### config.mk
export PLATFORM = sky130hd
export DESIGN_NAME = cycle_phase_ctrl
export DESIGN_NICKNAME = d
export VERILOG_FILES = /design/src/rtl/cyc_pkg.sv /design/src/rtl/cyc_next.sv /design/src/rtl/phase_regs.sv /design/src/rtl/strobe_gen.sv /design/src/rtl/cycle_phase_ctrl.sv
export SDC_FILE = /design/constraint.sdc
export NUM_CORES = 1
export LEC_CHECK = 0
export ABC_AREA = 1
export BUFFER_PORTS_ARGS = -buffer_cell sky130_fd_sc_hd__buf_2
export CAP_MARGIN = 20
export CORE_MARGIN = 8
export CORE_UTILIZATION = 29
export CTS_CLUSTER_SIZE = 28
export DETAILED_ROUTE_END_ITERATION = 6
export HOLD_SLACK_MARGIN = 0.05
export PLACE_DENSITY = 0.51
export RECOVER_POWER = 25
export SLEW_MARGIN = 0
export SYNTH_ARGS = -nofsm -noshare
export SYNTH_HDL_FRONTEND = slang
export SYNTH_SLANG_ARGS = --single-unit
### constraint.sdc
create_clock -name clk -period 2.1 [get_ports clk]
set_input_delay 0.105 -clock clk [delete_from_list [all_inputs] [get_ports clk]]
set_output_delay 0.105 -clock clk [all_outputs]
set_load 0.03 [all_outputs]
### src/rtl/cyc_pkg.sv
package cyc_pkg;

  // Cycle code: bit 1 is flag F, bit 0 is flag E.
  typedef enum logic [1:0] {
    CYC_IDLE  = 2'b00,
    CYC_EXEC  = 2'b01,
    CYC_FETCH = 2'b10,
    CYC_INTR  = 2'b11
  } cyc_e;

  // Number of steps in the fixed micro-sequences.
  localparam int FETCH_STEPS = 4;
  localparam int INTR_STEPS  = 3;

  // Step in which the fetch waits for memory.
  localparam int READ_STEP = 1;

  typedef struct packed {
    logic mar_ld;
    logic mem_rd;
    logic pc_inc;
    logic ir_ld;
    logic fetch_end;
    logic ctx_save;
    logic vec_ld;
    logic int_ack;
    logic exec_go;
  } strobe_t;

endpackage

### src/rtl/cyc_next.sv
module cyc_next
  import cyc_pkg::*;
#(
  parameter int STEP_W = 2
) (
  input  cyc_e              cyc_i,
  input  logic [STEP_W-1:0] step_i,
  input  logic              start_i,
  input  logic              mem_rdy_i,
  input  logic              exec_done_i,
  input  logic              irq_i,
  input  logic              irq_en_i,
  output cyc_e              cyc_nxt_o,
  output logic [STEP_W-1:0] step_nxt_o
);

  localparam logic [STEP_W-1:0] F_LAST = STEP_W'(FETCH_STEPS - 1);
  localparam logic [STEP_W-1:0] I_LAST = STEP_W'(INTR_STEPS - 1);
  localparam logic [STEP_W-1:0] S_RD   = STEP_W'(READ_STEP);
  localparam logic [STEP_W-1:0] ONE    = STEP_W'(1);

  always_comb begin
    cyc_nxt_o  = cyc_i;
    step_nxt_o = step_i;
    case (cyc_i)
      CYC_IDLE: begin
        if (start_i) begin
          cyc_nxt_o  = CYC_FETCH;
          step_nxt_o = '0;
        end
      end
      CYC_FETCH: begin
        if (step_i == F_LAST) begin
          cyc_nxt_o  = CYC_EXEC;
          step_nxt_o = '0;
        end else if ((step_i != S_RD) || mem_rdy_i) begin
          step_nxt_o = step_i + ONE;
        end
      end
      CYC_EXEC: begin
        step_nxt_o = '0;
        if (exec_done_i) begin
          cyc_nxt_o = (irq_i && irq_en_i) ? CYC_INTR : CYC_FETCH;
        end
      end
      CYC_INTR: begin
        if (step_i == I_LAST) begin
          cyc_nxt_o  = CYC_FETCH;
          step_nxt_o = '0;
        end else begin
          step_nxt_o = step_i + ONE;
        end
      end
      default: begin
        cyc_nxt_o  = CYC_IDLE;
        step_nxt_o = '0;
      end
    endcase
  end

endmodule

### src/rtl/phase_regs.sv
module phase_regs
  import cyc_pkg::*;
#(
  parameter int STEP_W = 2
) (
  input  logic              clk,
  input  logic              rst,
  input  cyc_e              cyc_nxt_i,
  input  logic [STEP_W-1:0] step_nxt_i,
  output cyc_e              cyc_o,
  output logic [STEP_W-1:0] step_o
);

  always_ff @(posedge clk) begin
    if (rst) begin
      cyc_o  <= CYC_IDLE;
      step_o <= '0;
    end else begin
      cyc_o  <= cyc_nxt_i;
      step_o <= step_nxt_i;
    end
  end

endmodule

### src/rtl/strobe_gen.sv
module strobe_gen
  import cyc_pkg::*;
#(
  parameter int STEP_W = 2
) (
  input  logic              clk,
  input  logic              rst,
  input  cyc_e              cyc_i,
  input  logic [STEP_W-1:0] step_i,
  input  cyc_e              cyc_nxt_i,
  input  logic [STEP_W-1:0] step_nxt_i,
  output strobe_t           stb_o
);

  localparam int NSTEP = 2 ** STEP_W;
  localparam logic [STEP_W-1:0] S_RD = STEP_W'(READ_STEP);

  // One-hot decode of the step that becomes current at the next edge.
  logic [NSTEP-1:0] hot;
  for (genvar k = 0; k < NSTEP; k++) begin : g_dec
    assign hot[k] = (step_nxt_i == STEP_W'(k));
  end

  logic    in_f, in_i, now_rd;
  strobe_t d;

  always_comb begin
    in_f   = (cyc_nxt_i == CYC_FETCH);
    in_i   = (cyc_nxt_i == CYC_INTR);
    now_rd = (cyc_i == CYC_FETCH) && (step_i == S_RD);

    d           = '0;
    d.mar_ld    = in_f && hot[0];
    d.mem_rd    = in_f && hot[READ_STEP];
    d.pc_inc    = in_f && hot[READ_STEP] && !now_rd;
    d.ir_ld     = in_f && hot[2];
    d.fetch_end = in_f && hot[FETCH_STEPS-1];
    d.ctx_save  = in_i && hot[0];
    d.vec_ld    = in_i && hot[1];
    d.int_ack   = in_i && hot[INTR_STEPS-1];
    d.exec_go   = (cyc_nxt_i == CYC_EXEC);
  end

  always_ff @(posedge clk) begin
    if (rst) stb_o <= '0;
    else     stb_o <= d;
  end

endmodule

### src/rtl/cycle_phase_ctrl.sv
module cycle_phase_ctrl
  import cyc_pkg::*;
#(
  parameter int STEP_W = 2
) (
  input  logic              clk,
  input  logic              rst,
  input  logic              start_i,
  input  logic              irq_i,
  input  logic              irq_en_i,
  input  logic              exec_done_i,
  input  logic              mem_rdy_i,
  output logic              flag_f_o,
  output logic              flag_e_o,
  output logic [STEP_W-1:0] step_o,
  output logic              mar_ld_o,
  output logic              mem_rd_o,
  output logic              pc_inc_o,
  output logic              ir_ld_o,
  output logic              fetch_end_o,
  output logic              exec_go_o,
  output logic              ctx_save_o,
  output logic              vec_ld_o,
  output logic              int_ack_o
);

  cyc_e              cyc_q, cyc_d;
  logic [STEP_W-1:0] step_q, step_d;
  strobe_t           stb;

  cyc_next #(.STEP_W(STEP_W)) u_next (
    .cyc_i       (cyc_q),
    .step_i      (step_q),
    .start_i     (start_i),
    .mem_rdy_i   (mem_rdy_i),
    .exec_done_i (exec_done_i),
    .irq_i       (irq_i),
    .irq_en_i    (irq_en_i),
    .cyc_nxt_o   (cyc_d),
    .step_nxt_o  (step_d)
  );

  phase_regs #(.STEP_W(STEP_W)) u_regs (
    .clk        (clk),
    .rst        (rst),
    .cyc_nxt_i  (cyc_d),
    .step_nxt_i (step_d),
    .cyc_o      (cyc_q),
    .step_o     (step_q)
  );

  strobe_gen #(.STEP_W(STEP_W)) u_stb (
    .clk        (clk),
    .rst        (rst),
    .cyc_i      (cyc_q),
    .step_i     (step_q),
    .cyc_nxt_i  (cyc_d),
    .step_nxt_i (step_d),
    .stb_o      (stb)
  );

  assign flag_f_o    = cyc_q[1];
  assign flag_e_o    = cyc_q[0];
  assign step_o      = step_q;
  assign mar_ld_o    = stb.mar_ld;
  assign mem_rd_o    = stb.mem_rd;
  assign pc_inc_o    = stb.pc_inc;
  assign ir_ld_o     = stb.ir_ld;
  assign fetch_end_o = stb.fetch_end;
  assign exec_go_o   = stb.exec_go;
  assign ctx_save_o  = stb.ctx_save;
  assign vec_ld_o    = stb.vec_ld;
  assign int_ack_o   = stb.int_ack;

endmodule

### After elaboration in Yosys (flattened, before gate mapping)

Index checks and enable logic that the tools add are counted.

* bits in registers: 13
* word-level logic and storage cells: 50

* mux-type cells: 11
* reduce and logical (&&, ||, !) cells: 14
* $add $sub $neg: 1
* eq/ne operators: 13

Operator list (number)
* $eq 2x2->1 const B: 8
* $mux 2: 8
* $pmux 2 s4: 2
* $logic_and 1x1->1: 10
* $eq 2x1->1 const B: 4
* $logic_not 2->1: 2
* $add 2x1->2 const B: 1
* $ne 2x1->1 const B: 1
* $logic_not 1->1: 1
* $logic_or 1x1->1: 1
* $mux 1: 1

### Logic depth before layout (Yosys ltp)

Gate-level depths: netlist (run 1).

* depth in word-level cells: 8
* gate-level depth with buffers: 10
* mapped depth without buffers: 10

### Hierarchy

A second synthesis (run 1) with hierarchy kept.

* cell total of the unflattened synthesis: 90
* area total of the unflattened synthesis: 620.6 um^2

Modules (own cells, without submodules)
* strobe_gen: instances 1, area each 292.8 um^2, sequential area each 180.2 um^2, cells each 33
* cyc_next: instances 1, area each 217.7 um^2, sequential area each 0.0 um^2, cells each 45
* phase_regs: instances 1, area each 110.1 um^2, sequential area each 80.1 um^2, cells each 12

### Worst setup path before layout (run 1)

OpenSTA, ideal clock, no wires.

* path kind: register to register
* from: register u_regs.step_o[0]
* to: register u_stb.stb_o[6] (netlist bit)
* arrival time: 1.507 ns
* slack: 0.531 ns
* period minus slack after synthesis: 1.569 ns
* buffers on the path: 0
* cell stages (with the launch flop): 10
* setup time: 0.062 ns
* required time: 2.038 ns
* cell sequence: dfxtp_1 -> inv_1 -> ha_1 -> inv_1 -> nand2_1 -> nand3_1 -> nand2_1 -> nor2_1 -> nand2_1 -> nor2_2

* longest elaborated chain between the ends: 8

Ends and longest elaborated chain
* start, declared: RTL line phase_regs.sv:11 `output logic [STEP_W-1:0] step_o`
* start signal, assigned: RTL line phase_regs.sv:20 `step_o <= step_nxt_i;`
* branches (longest 7 deep; another with $add 2x1->2)
* $logic_and 1x1->1 (*): RTL line strobe_gen.sv:35 `d.pc_inc = in_f && hot[READ_STEP] && !now_rd;`
* end signal, assigned: RTL line strobe_gen.sv:45 `if (rst) stb_o <= '0;`
* end signal, assigned: RTL line strobe_gen.sv:46 `else stb_o <= d;`
* end, declared: RTL line strobe_gen.sv:12 `output strobe_t stb_o`

Mark *: on every way between the ends.
A chain may end at the register's enable or synchronous reset.

### Worst setup path after layout (run 1)

Ends and elaborated chain as after synthesis.

==> flow_summary.json, run 1 <==
{
  "outcome": "finished, final reports clean",
  "ctsResizeCount": 0,
  "initial_core_util_pct": 30.8,
  "holdPathStages": 6,
  "r2r_end": "u_stb.stb_o[6]",
  "yosysTopAreaCell": "dfxtp_1",
  "first_pass_iters": 3,
  "post_drt_wl_per_cell_microns": 9.25,
  "period_share_pct": 70.8,
  "power_per_cell_area_nw_per_um2": 654,
  "hold_path_class": "primary input to register",
  "seq_power_share_pct": 52.7,
  "htree_levels": 1,
  "critPathMaxStageDelay_ps": 410,
  "avgSynthCellArea_sq_um": 6.95,
  "internal-power_uw": 357,
  "criticalPathCategory": "register to register",
  "yosys-top-cells-area": "dfxtp_1 (43%), nand2_1 (12%), nor2_1 (11%)",
  "rsz0062_at_grt": "false",
  "synth_top_area_share_pct": 43.1,
  "fin_crit_ps": 1490,
  "critPathSlowestCell": "dfxtp_1",
  "num_antenna_cells": 0,
  "drcViolationCount": 0,
  "yosysSeqAreaShare_pct": 43.1,
  "core_area_sq_um": 1960,
  "combPwrFrac_pct": 17.7,
  "p_sw_share_pct": 28.5,
  "synthesis.yosys.warnings": 0,
  "cts_sinks": 13,
  "slew_viol_final": 0,
  "crit_path_frequent_cell": "nand2_1",
  "antenna_found_initial": 0,
  "switchingPower_uw": 142,
  "dpl_cell_area_sq_um": 733,
  "maxCapViolCount": 0,
  "place_congestion": 0.807,
  "hpwlAfterDp_mm": 1.07,
  "max-slew-margin-rel_pct": 75.3,
  "p_clk_share_pct": 29.6,
  "fp.dieH_microns": 61.7,
  "cp-end-kind": "register",
  "arrival_ps": 1700,
  "critPathCapture": "u_stb.stb_o[6]",
  "first_global_vias": 497,
  "path_cells": "inv_1 > ha_1 > inv_1 > nand2_1 > nand3_1 > nand2_1 > nor2_1 > nand2_1 > nor2_2",
  "setup_viol": 0,
  "r2r-start": "u_regs.step_o[0]",
  "grt_pass1_wl_mm": 2.04,
  "grt_max_degree": 8,
  "synth_area_sq_um": 604,
  "routed_wl_mm": 1.28,
  "grt-ovfl-total": 0,
  "reg2reg_slack_ps": 610,
  "syn_nets": 98,
  "cts_root_buffer": "clkbuf_4",
  "synth_cell_types": 11,
  "critical_path.startpoint": "u_regs.step_o[0]",
  "fin_worst_skew_ps": 2.77,
  "vdd_drop_max_mv": 0.519,
  "drive_gt1_share_pct": 21.6,
  "cts_buffers": 3,
  "final_core_utilization_pct": 38.8,
  "ios": 20,
  "fp.dieW_microns": 61.7,
  "area_growth_pct": 26.1,
  "cts_setup_buffers": 0,
  "required_ps": 2310,
  "rr_worst_depth": 9,
  "worst_pin_slew_ps": 372,
  "io_buffer_count": 19,
  "via_count": 536,
  "hold_violations": 0,
  "finalSetupTns_ps": 0,
  "avgViaCountPerCell": 3.88,
  "fin_nets": 123,
  "fmax_mhz": 672,
  "track_usage_pct": 7.42,
  "design_area_sq_um": 762,
  "std_cell_rows": 16,
  "ys_ff_latch": 13,
  "syn_inst": 87,
  "cts_buffer_depth": 2,
  "die-area_sq_um": 3800,
  "p_leak_nw": 0.413,
  "insertion_delay_ps": 270,
  "ant_nets": 0,
  "drt_iter0_markers": 9,
  "cp_max_fo": 5,
  "clkTransAtPathRegs_ps": 70,
  "cp-start-kind": "register",
  "tritoncts": "done"
}
-- area by class of cell --
class / instances / area (sq um)
tap: 27 / 33.8
fill: 240 / 1200
inverter: 18 / 67.6
timing repair buffer: 20 / 97.6
sequential: 13 / 260
clock buffer: 4 / 26.3
multi-input combinational: 56 / 277
-- cell usage after synthesis --
library cell  count
nor2_2            2
nand2_1          19
a21oi_2           2
inv_1            16
nand3_1           8
nand2_2           2
ha_1              4
inv_2             2
nor3_1            1
dfxtp_1          13
nor2_1           18
-- per-layer routing --
layer	share of wire, %	global-route usage (%)	vias up
li1	-	-	307
met4	0.55	1.95	0
met2	43	11.5	14
met3	8.2	4.38	2
met1	48	8.40	213
met5	0	0	-
-- state kept, by name (all words and copies together) (netlist names) --
name / flops
u_regs.step_o: 2
u_stb.stb_o: 9
u_regs.cyc_o: 2
-- kinds of logic after synthesis --
group | synth area share (%)
and+or+nand+nor | 34.6
buffers and inverters | 11.2
DFF | 43.1
AOI/OAI and AO/OA | 2.90
adders and majority gates | 8.28
-- worst max-delay path: cells and delay by family (launching register included) --
kind | cells | cell delay (ps)
DFF | 1 | 410
buffers and inverters | 2 | 160
and+or+nand+nor | 6 | 550
adders and majority gates | 1 | 300
-- cells in the final DEF, fill, tap and decap left out, drive strengths merged --
cell type and instances:
nand2 21, inv 18, nor3 1, a21oi 2
nand3 8, nor2 20, buf 13, clkbuf 10
dlygate4sd3 1, dfxtp 13, ha 4
-- worst min path at each step --
stage                        to   startpoint  slack, ps
5_1_grt          u_stb.stb_o[0]  exec_done_i        280
4_1_cts          u_stb.stb_o[0]  exec_done_i        230
2_1_floorplan   u_regs.cyc_o[0]          rst        180
3_5_place_dp   u_regs.step_o[0]          rst        320
6_report         u_stb.stb_o[0]  exec_done_i        240
3_3_place_gp    u_regs.cyc_o[0]          rst        320
-- per-stage QoR --
stage / setup slack, ps / std cells / power [mW] / hold slack, ps
after floorplan: 531 / 87 / 0.332 / 177
after global placement: 602 / 133 / 0.358 / 322
after detailed placement: 608 / 133 / 0.357 / 317
after CTS: 595 / 138 / 0.507 / 229
after global routing: 454 / 138 / 0.533 / 280
final: 613 / 138 / 0.499 / 235
-- power by group through the flow --
| stage | clock (mW) | sequential (mW) | combinational, mW |
|---|---|---|---|
| 6_report | 0.148 | 0.263 | 0.0882 |
| 5_1_grt | 0.170 | 0.264 | 0.0991 |
| 4_1_cts | 0.154 | 0.263 | 0.0904 |
| 3_5_place_dp | 0 | 0.268 | 0.0888 |
| 3_3_place_gp | 0 | 0.268 | 0.0893 |
| 2_1_floorplan | 0 | 0.287 | 0.0446 |
-- timing repair --
item / 4_1_cts / 5_1_grt
setup endpoints to repair: 0 / 0
hold buffers: 1 / 0
hold endpoints to repair: 3 / 0
(Power assumes the default switching activity.)
==> inputs of run 2 (changes only) <==
--- a/config.mk
+++ b/config.mk
@@ -13,7 +13,7 @@
 export CTS_CLUSTER_SIZE = 28
 export DETAILED_ROUTE_END_ITERATION = 6
 export HOLD_SLACK_MARGIN = 0.05
-export PLACE_DENSITY = 0.51
+export PLACE_DENSITY = 0.53
 export RECOVER_POWER = 25
 export SLEW_MARGIN = 0
 export SYNTH_ARGS = -nofsm -noshare
==> constraint.sdc (replaced) <==
create_clock -name clk -period 1.22 [get_ports clk]
set_input_delay 0.061 -clock clk [delete_from_list [all_inputs] [get_ports clk]]
set_output_delay 0.061 -clock clk [all_outputs]
set_load 0.03 [all_outputs]
==> flow_summary.json, run 2 (synthesis gave the netlist of run 1 again) <==
{
  "criticalPathCategory": "register to register",
  "r2r_end": "u_stb.stb_o[5]",
  "drcViolationCount": 0,
  "holdPathStages": 5,
  "drt_iter0_markers": 14,
  "largest_reg_flops": 9,
  "drive_gt1_share_pct": 52.5,
  "maxCapViolCount": 0,
  "clkTransAtPathRegs_ps": 70,
  "cts_buffer_depth": 2,
  "rr_worst_depth": 8,
  "via_count": 609,
  "first_pass_iters": 3,
  "post_drt_wl_per_cell_microns": 9.83,
  "tritoncts": "done",
  "nFillCells": 226,
  "setup_viol": 9,
  "hold_path_class": "primary input to register",
  "ant_nets": 0,
  "fmax_mhz": 752,
  "first_global_vias": 604,
  "htree_levels": 1,
  "cts_root_buffer": "clkbuf_4",
  "avgViaCountPerCell": 4.14,
  "final_common_cell": "buf_2",
  "grt-ovfl-total": 0,
  "hold_violations": 0,
  "min_to": "u_regs.cyc_o[1]",
  "fp.dieH_microns": 61.7,
  "fin_crit_ps": 1330,
  "design_area_sq_um": 947,
  "multi_input_comb_area_sq_um": 372,
  "power_per_cell_area_nw_per_um2": 992,
  "arrival_ps": 1540,
  "required_ps": 1430,
  "top_regs": "u_stb.stb_o (9), u_regs.cyc_o (2), u_regs.step_o (2)",
  "io_buffer_count": 19,
  "fp.dieW_microns": 61.7,
  "slew_viol_final": 0,
  "die-area_sq_um": 3800,
  "initial_core_util_pct": 30.8,
  "mostFrequentLayoutCells": "buf_2 (16), nor2_1 (13), nand2_1 (12)",
  "fin_worst_skew_ps": 1.86,
  "final_core_utilization_pct": 48.3,
  "outcome": "complete, but fails checks",
  "std_cell_rows": 16,
  "dpl_cell_area_sq_um": 833,
  "hp-start": "start_i",
  "cts_sinks": 13,
  "setup_slack_ps": -110,
  "area_growth_pct": 56.7,
  "antenna_found_initial": 0,
  "core_area_sq_um": 1960,
  "max-slew-margin-rel_pct": 75.8,
  "cp_max_fo": 4,
  "cp-start-kind": "register",
  "p_leak_nw": 0.473,
  "holdWs_ps": 246,
  "track_usage_pct": 7.76,
  "worst_pin_slew_ps": 365,
  "rsz0062_at_grt": "true",
  "hpwlAfterDp_mm": 1.13,
  "ios": 20,
  "period_share_pct": 109,
  "violations": "setup timing",
  "num_antenna_cells": 0,
  "routed_wl_mm": 1.45,
  "cp-end-kind": "register",
  "r2r-start": "u_regs.step_o[0]",
  "grt_max_degree": 8,
  "place_congestion": 0.778,
  "ff_latch_area_sq_um": 270,
  "fin_nets": 132,
  "reg2reg_slack_ps": -110,
  "cts_buffers": 3,
  "grt_pass1_wl_mm": 2.24,
  "largest_register": "u_stb.stb_o",
  "insertion_delay_ps": 270,
  "vdd_drop_max_mv": 0.690
}
run 2: changes by cell type in the layout (fill, tap and decap cells not counted), sizes merged:
cell	previous run	this run
clkbuf	10	7
buf	13	25
run 2: layer usage:
layer	vias to the layer above	track usage (%)	wire length (microns)
met5	-	0	0
li1	323	-	-
met4	0	0	0
met3	0	4.59	128
met1	270	8.08	619
met2	16	13.9	698
run 2: layout make-up:
class                      count  area share, %
tap                           27           3.57
inverter                      18           7.66
clock buffer                   4           2.77
timing repair buffer          29           18.2
sequential                    13           28.5
multi-input combinational     56           39.2
run 2: through the flow:
step / std cells / power (mW) / setup slack (ps) / setup TNS (ps)
2_1_floorplan: 87 / 0.582 / -68.6 / -286
3_3_place_gp: 141 / 0.650 / -104 / -588
3_5_place_dp: 141 / 0.652 / -117 / -702
4_1_cts: 146 / 0.913 / -90.8 / -552
5_1_grt: 147 / 1.00 / -210 / -1660
6_report: 147 / 0.939 / -110 / -702
run 2: what timing repair did:
item / in CTS / in global routing
resized for setup: 6 / 18
pin swaps: 6 / 13
buffers inserted: 0 / 1
cloned: 0 / 0
hold endpoints to repair: 3 / 0
setup endpoints to repair: 10 / 11
hold buffers: 1 / 0
run 2: worst max-delay path, stage by stage, from the launching register on:
cell and delay, ps:
dfxtp_4 370, ha_2 200, nor2_2 200, nand3_2 110, nand2_2 120, nand2_2 80, inv_2 60, nand2_2 50
nor2_1 70
run 2: worst max-delay path by stage:
stage | start | endpoint
after floorplan | u_regs.step_o[1] | u_stb.stb_o[7]
after global routing | u_regs.step_o[1] | u_stb.stb_o[5]
after detailed placement | u_regs.step_o[0] | u_stb.stb_o[6]
after global placement | u_regs.step_o[0] | u_stb.stb_o[4]
final | u_regs.step_o[0] | u_stb.stb_o[5]
after CTS | u_regs.step_o[1] | u_stb.stb_o[5]
run 2: power breakdown:
part | internal, mW | switching [mW]
combinational | 0.0958 | 0.136
sequential | 0.440 | 0.0147
clock | 0.127 | 0.126
==> inputs of run 3 (changes only) <==
--- a/config.mk
+++ b/config.mk
@@ -10,6 +10,7 @@
 export CAP_MARGIN = 20
 export CORE_MARGIN = 8
 export CORE_UTILIZATION = 29
+export CTS_BUF_LIST = sky130_fd_sc_hd__clkbuf_8
 export CTS_CLUSTER_SIZE = 28
 export DETAILED_ROUTE_END_ITERATION = 6
 export HOLD_SLACK_MARGIN = 0.05
==> constraint.sdc (replaced) <==
create_clock -name clk -period 1.22 [get_ports clk]
set_input_delay 0.305 -clock clk [delete_from_list [all_inputs] [get_ports clk]]
set_output_delay 0.305 -clock clk [all_outputs]
set_load 0.03 [all_outputs]
==> flow_summary.json, run 3 (synthesis gave the netlist of run 1 again) <==
{
  "reg2reg_slack_ps": -110,
  "violations": "setup timing",
  "rr_worst_depth": 10,
  "fp.dieW_microns": 61.7,
  "nFillCells": 219,
  "drive_gt1_share_pct": 53.8,
  "largest_reg_flops": 9,
  "cp-start-kind": "register",
  "p_total_mw": 1.05,
  "grt_max_degree": 8,
  "io_buffer_count": 19,
  "setup_slack_ps": -109,
  "avgViaCountPerCell": 4.23,
  "fin_nets": 131,
  "area_growth_pct": 59.2,
  "outcome": "complete, but fails checks",
  "max-slew-margin-rel_pct": 75.8,
  "fmax_mhz": 752,
  "cts_root_buffer": "clkbuf_8",
  "fp.dieH_microns": 61.7,
  "fin_worst_skew_ps": 3.10,
  "cp_max_fo": 4,
  "grt-ovfl-total": 0,
  "antenna_found_initial": 0,
  "min_to": "u_regs.step_o[0]",
  "place_ws_ps": -117,
  "fin_crit_ps": 1330,
  "worst-path-buf-inv": 3,
  "worst_pin_slew_ps": 364,
  "r2r-start": "u_regs.step_o[0]",
  "dpl_cell_area_sq_um": 833,
  "criticalPathCategory": "register to register",
  "period_share_pct": 109,
  "track_usage_pct": 7.72,
  "via_count": 618,
  "critPathTopFamily": "simple AND/OR/NAND/NOR gates",
  "top_regs": "u_stb.stb_o (9), u_regs.cyc_o (2), u_regs.step_o (2)",
  "initial_core_util_pct": 30.8,
  "maxCapViolCount": 0,
  "grt_pass1_wl_mm": 2.21,
  "hp-start": "rst",
  "place_congestion": 0.778,
  "clkTransAtPathRegs_ps": 50,
  "highest_layer": "met4",
  "cp-end-kind": "register",
  "core_area_sq_um": 1960,
  "drcViolationCount": 0,
  "arrival_ps": 1510,
  "insertion_delay_ps": 240,
  "vdd_drop_max_mv": 1.24,
  "cts_buffers": 3,
  "setup_viol": 10,
  "post_drt_wl_per_cell_microns": 9.83,
  "htree_levels": 1,
  "std_cell_rows": 16,
  "r2r_end": "u_stb.stb_o[6]",
  "ant_nets": 0,
  "largest_register": "u_stb.stb_o",
  "p_leak_nw": 0.491,
  "design_area_sq_um": 962,
  "hold_violations": 0,
  "critPathMaxStageDelay_ps": 380,
  "holdPathStages": 2,
  "cts_buffer_depth": 2,
  "final_common_cell": "buf_2",
  "hpwlAfterDp_mm": 1.13,
  "critPathSlowestCell": "dfxtp_4",
  "hold_path_class": "primary input to register",
  "num_antenna_cells": 0,
  "ios": 20,
  "first_pass_iters": 4,
  "final_core_utilization_pct": 49.0,
  "slew_viol_final": 0,
  "wl_met1_microns": 608,
  "cts_sinks": 13,
  "met2_wirelength_microns": 669,
  "tritoncts": "done",
  "mostFrequentLayoutCells": "buf_2 (15), nor2_1 (14), nand2_1 (12), inv_1 (12), dfxtp_1 (9)",
  "rsz0062_at_grt": "true",
  "wl_met3_microns": 138,
  "path_cells": "inv_4 > buf_4 > nor2_1 > nand2_1 > nand2_1 > a21oi_4 > buf_6 > nor2_4 > nand2_2 > nor2_2",
  "power_per_cell_area_nw_per_um2": 1090,
  "crit_path_frequent_cell": "nand2_1",
  "required_ps": 1400,
  "routed_wl_mm": 1.44,
  "die-area_sq_um": 3800,
  "first_global_vias": 599,
  "drt_iter0_markers": 23
}
[run 3: cell count changes in the layout (fill, tap and decap cells not counted), sizes merged]
cell         change
dlygate4sd3      -1
inv              +1
clkbuf           -1
[run 3: power by group]
group / switching (mW) / leakage (nW) / internal (mW)
clock network: 0.136 / 0.0269 / 0.221
logic: 0.136 / 0.357 / 0.0965
registers: 0.0149 / 0.108 / 0.442
[run 3: area by class of cell]
cell class	count	area, sq um	area share (%)
tap	27	33.8	3.51
sequential	13	270	28.1
clock buffer	3	41.3	4.29
timing repair buffer	28	171	17.8
inverter	18	72.6	7.54
clock inverter	1	3.75	0.390
multi-input combinational	56	369	38.4
[run 3: stage by stage]
stage	hold slack, ps	TNS [ps]	std cells
after floorplan	368	-286	87
after global placement	511	-588	141
after detailed placement	516	-702	141
final	264	-691	146
after global routing	275	-1630	146
after CTS	260	-519	145
[run 3: what timing repair did]
item                       CTS  global route
setup endpoints to repair   11            12
hold endpoints to repair     0             0
buffers inserted             0             1
gates resized for setup      7            18
hold buffers                 0             0
pin swaps                    6            12
[run 3: worst max-delay path by stage]
stage,startpoint,endpoint,slack (ps),depth (start not counted)
after floorplan,u_regs.step_o[1],u_stb.stb_o[7],-70,9
after global placement,u_regs.step_o[0],u_stb.stb_o[4],-100,8
after detailed placement,u_regs.step_o[0],u_stb.stb_o[6],-120,8
final,u_regs.step_o[0],u_stb.stb_o[6],-110,10
after CTS,u_regs.step_o[1],u_stb.stb_o[5],-90,9
after global routing,u_regs.step_o[1],u_stb.stb_o[7],-200,10
[run 3: metal layers]
metal	vias up	global-route usage, %
met5	-	0
li1	323	-
met4	0	0.974
met2	21	13.3
met1	272	8.08
met3	2	4.59
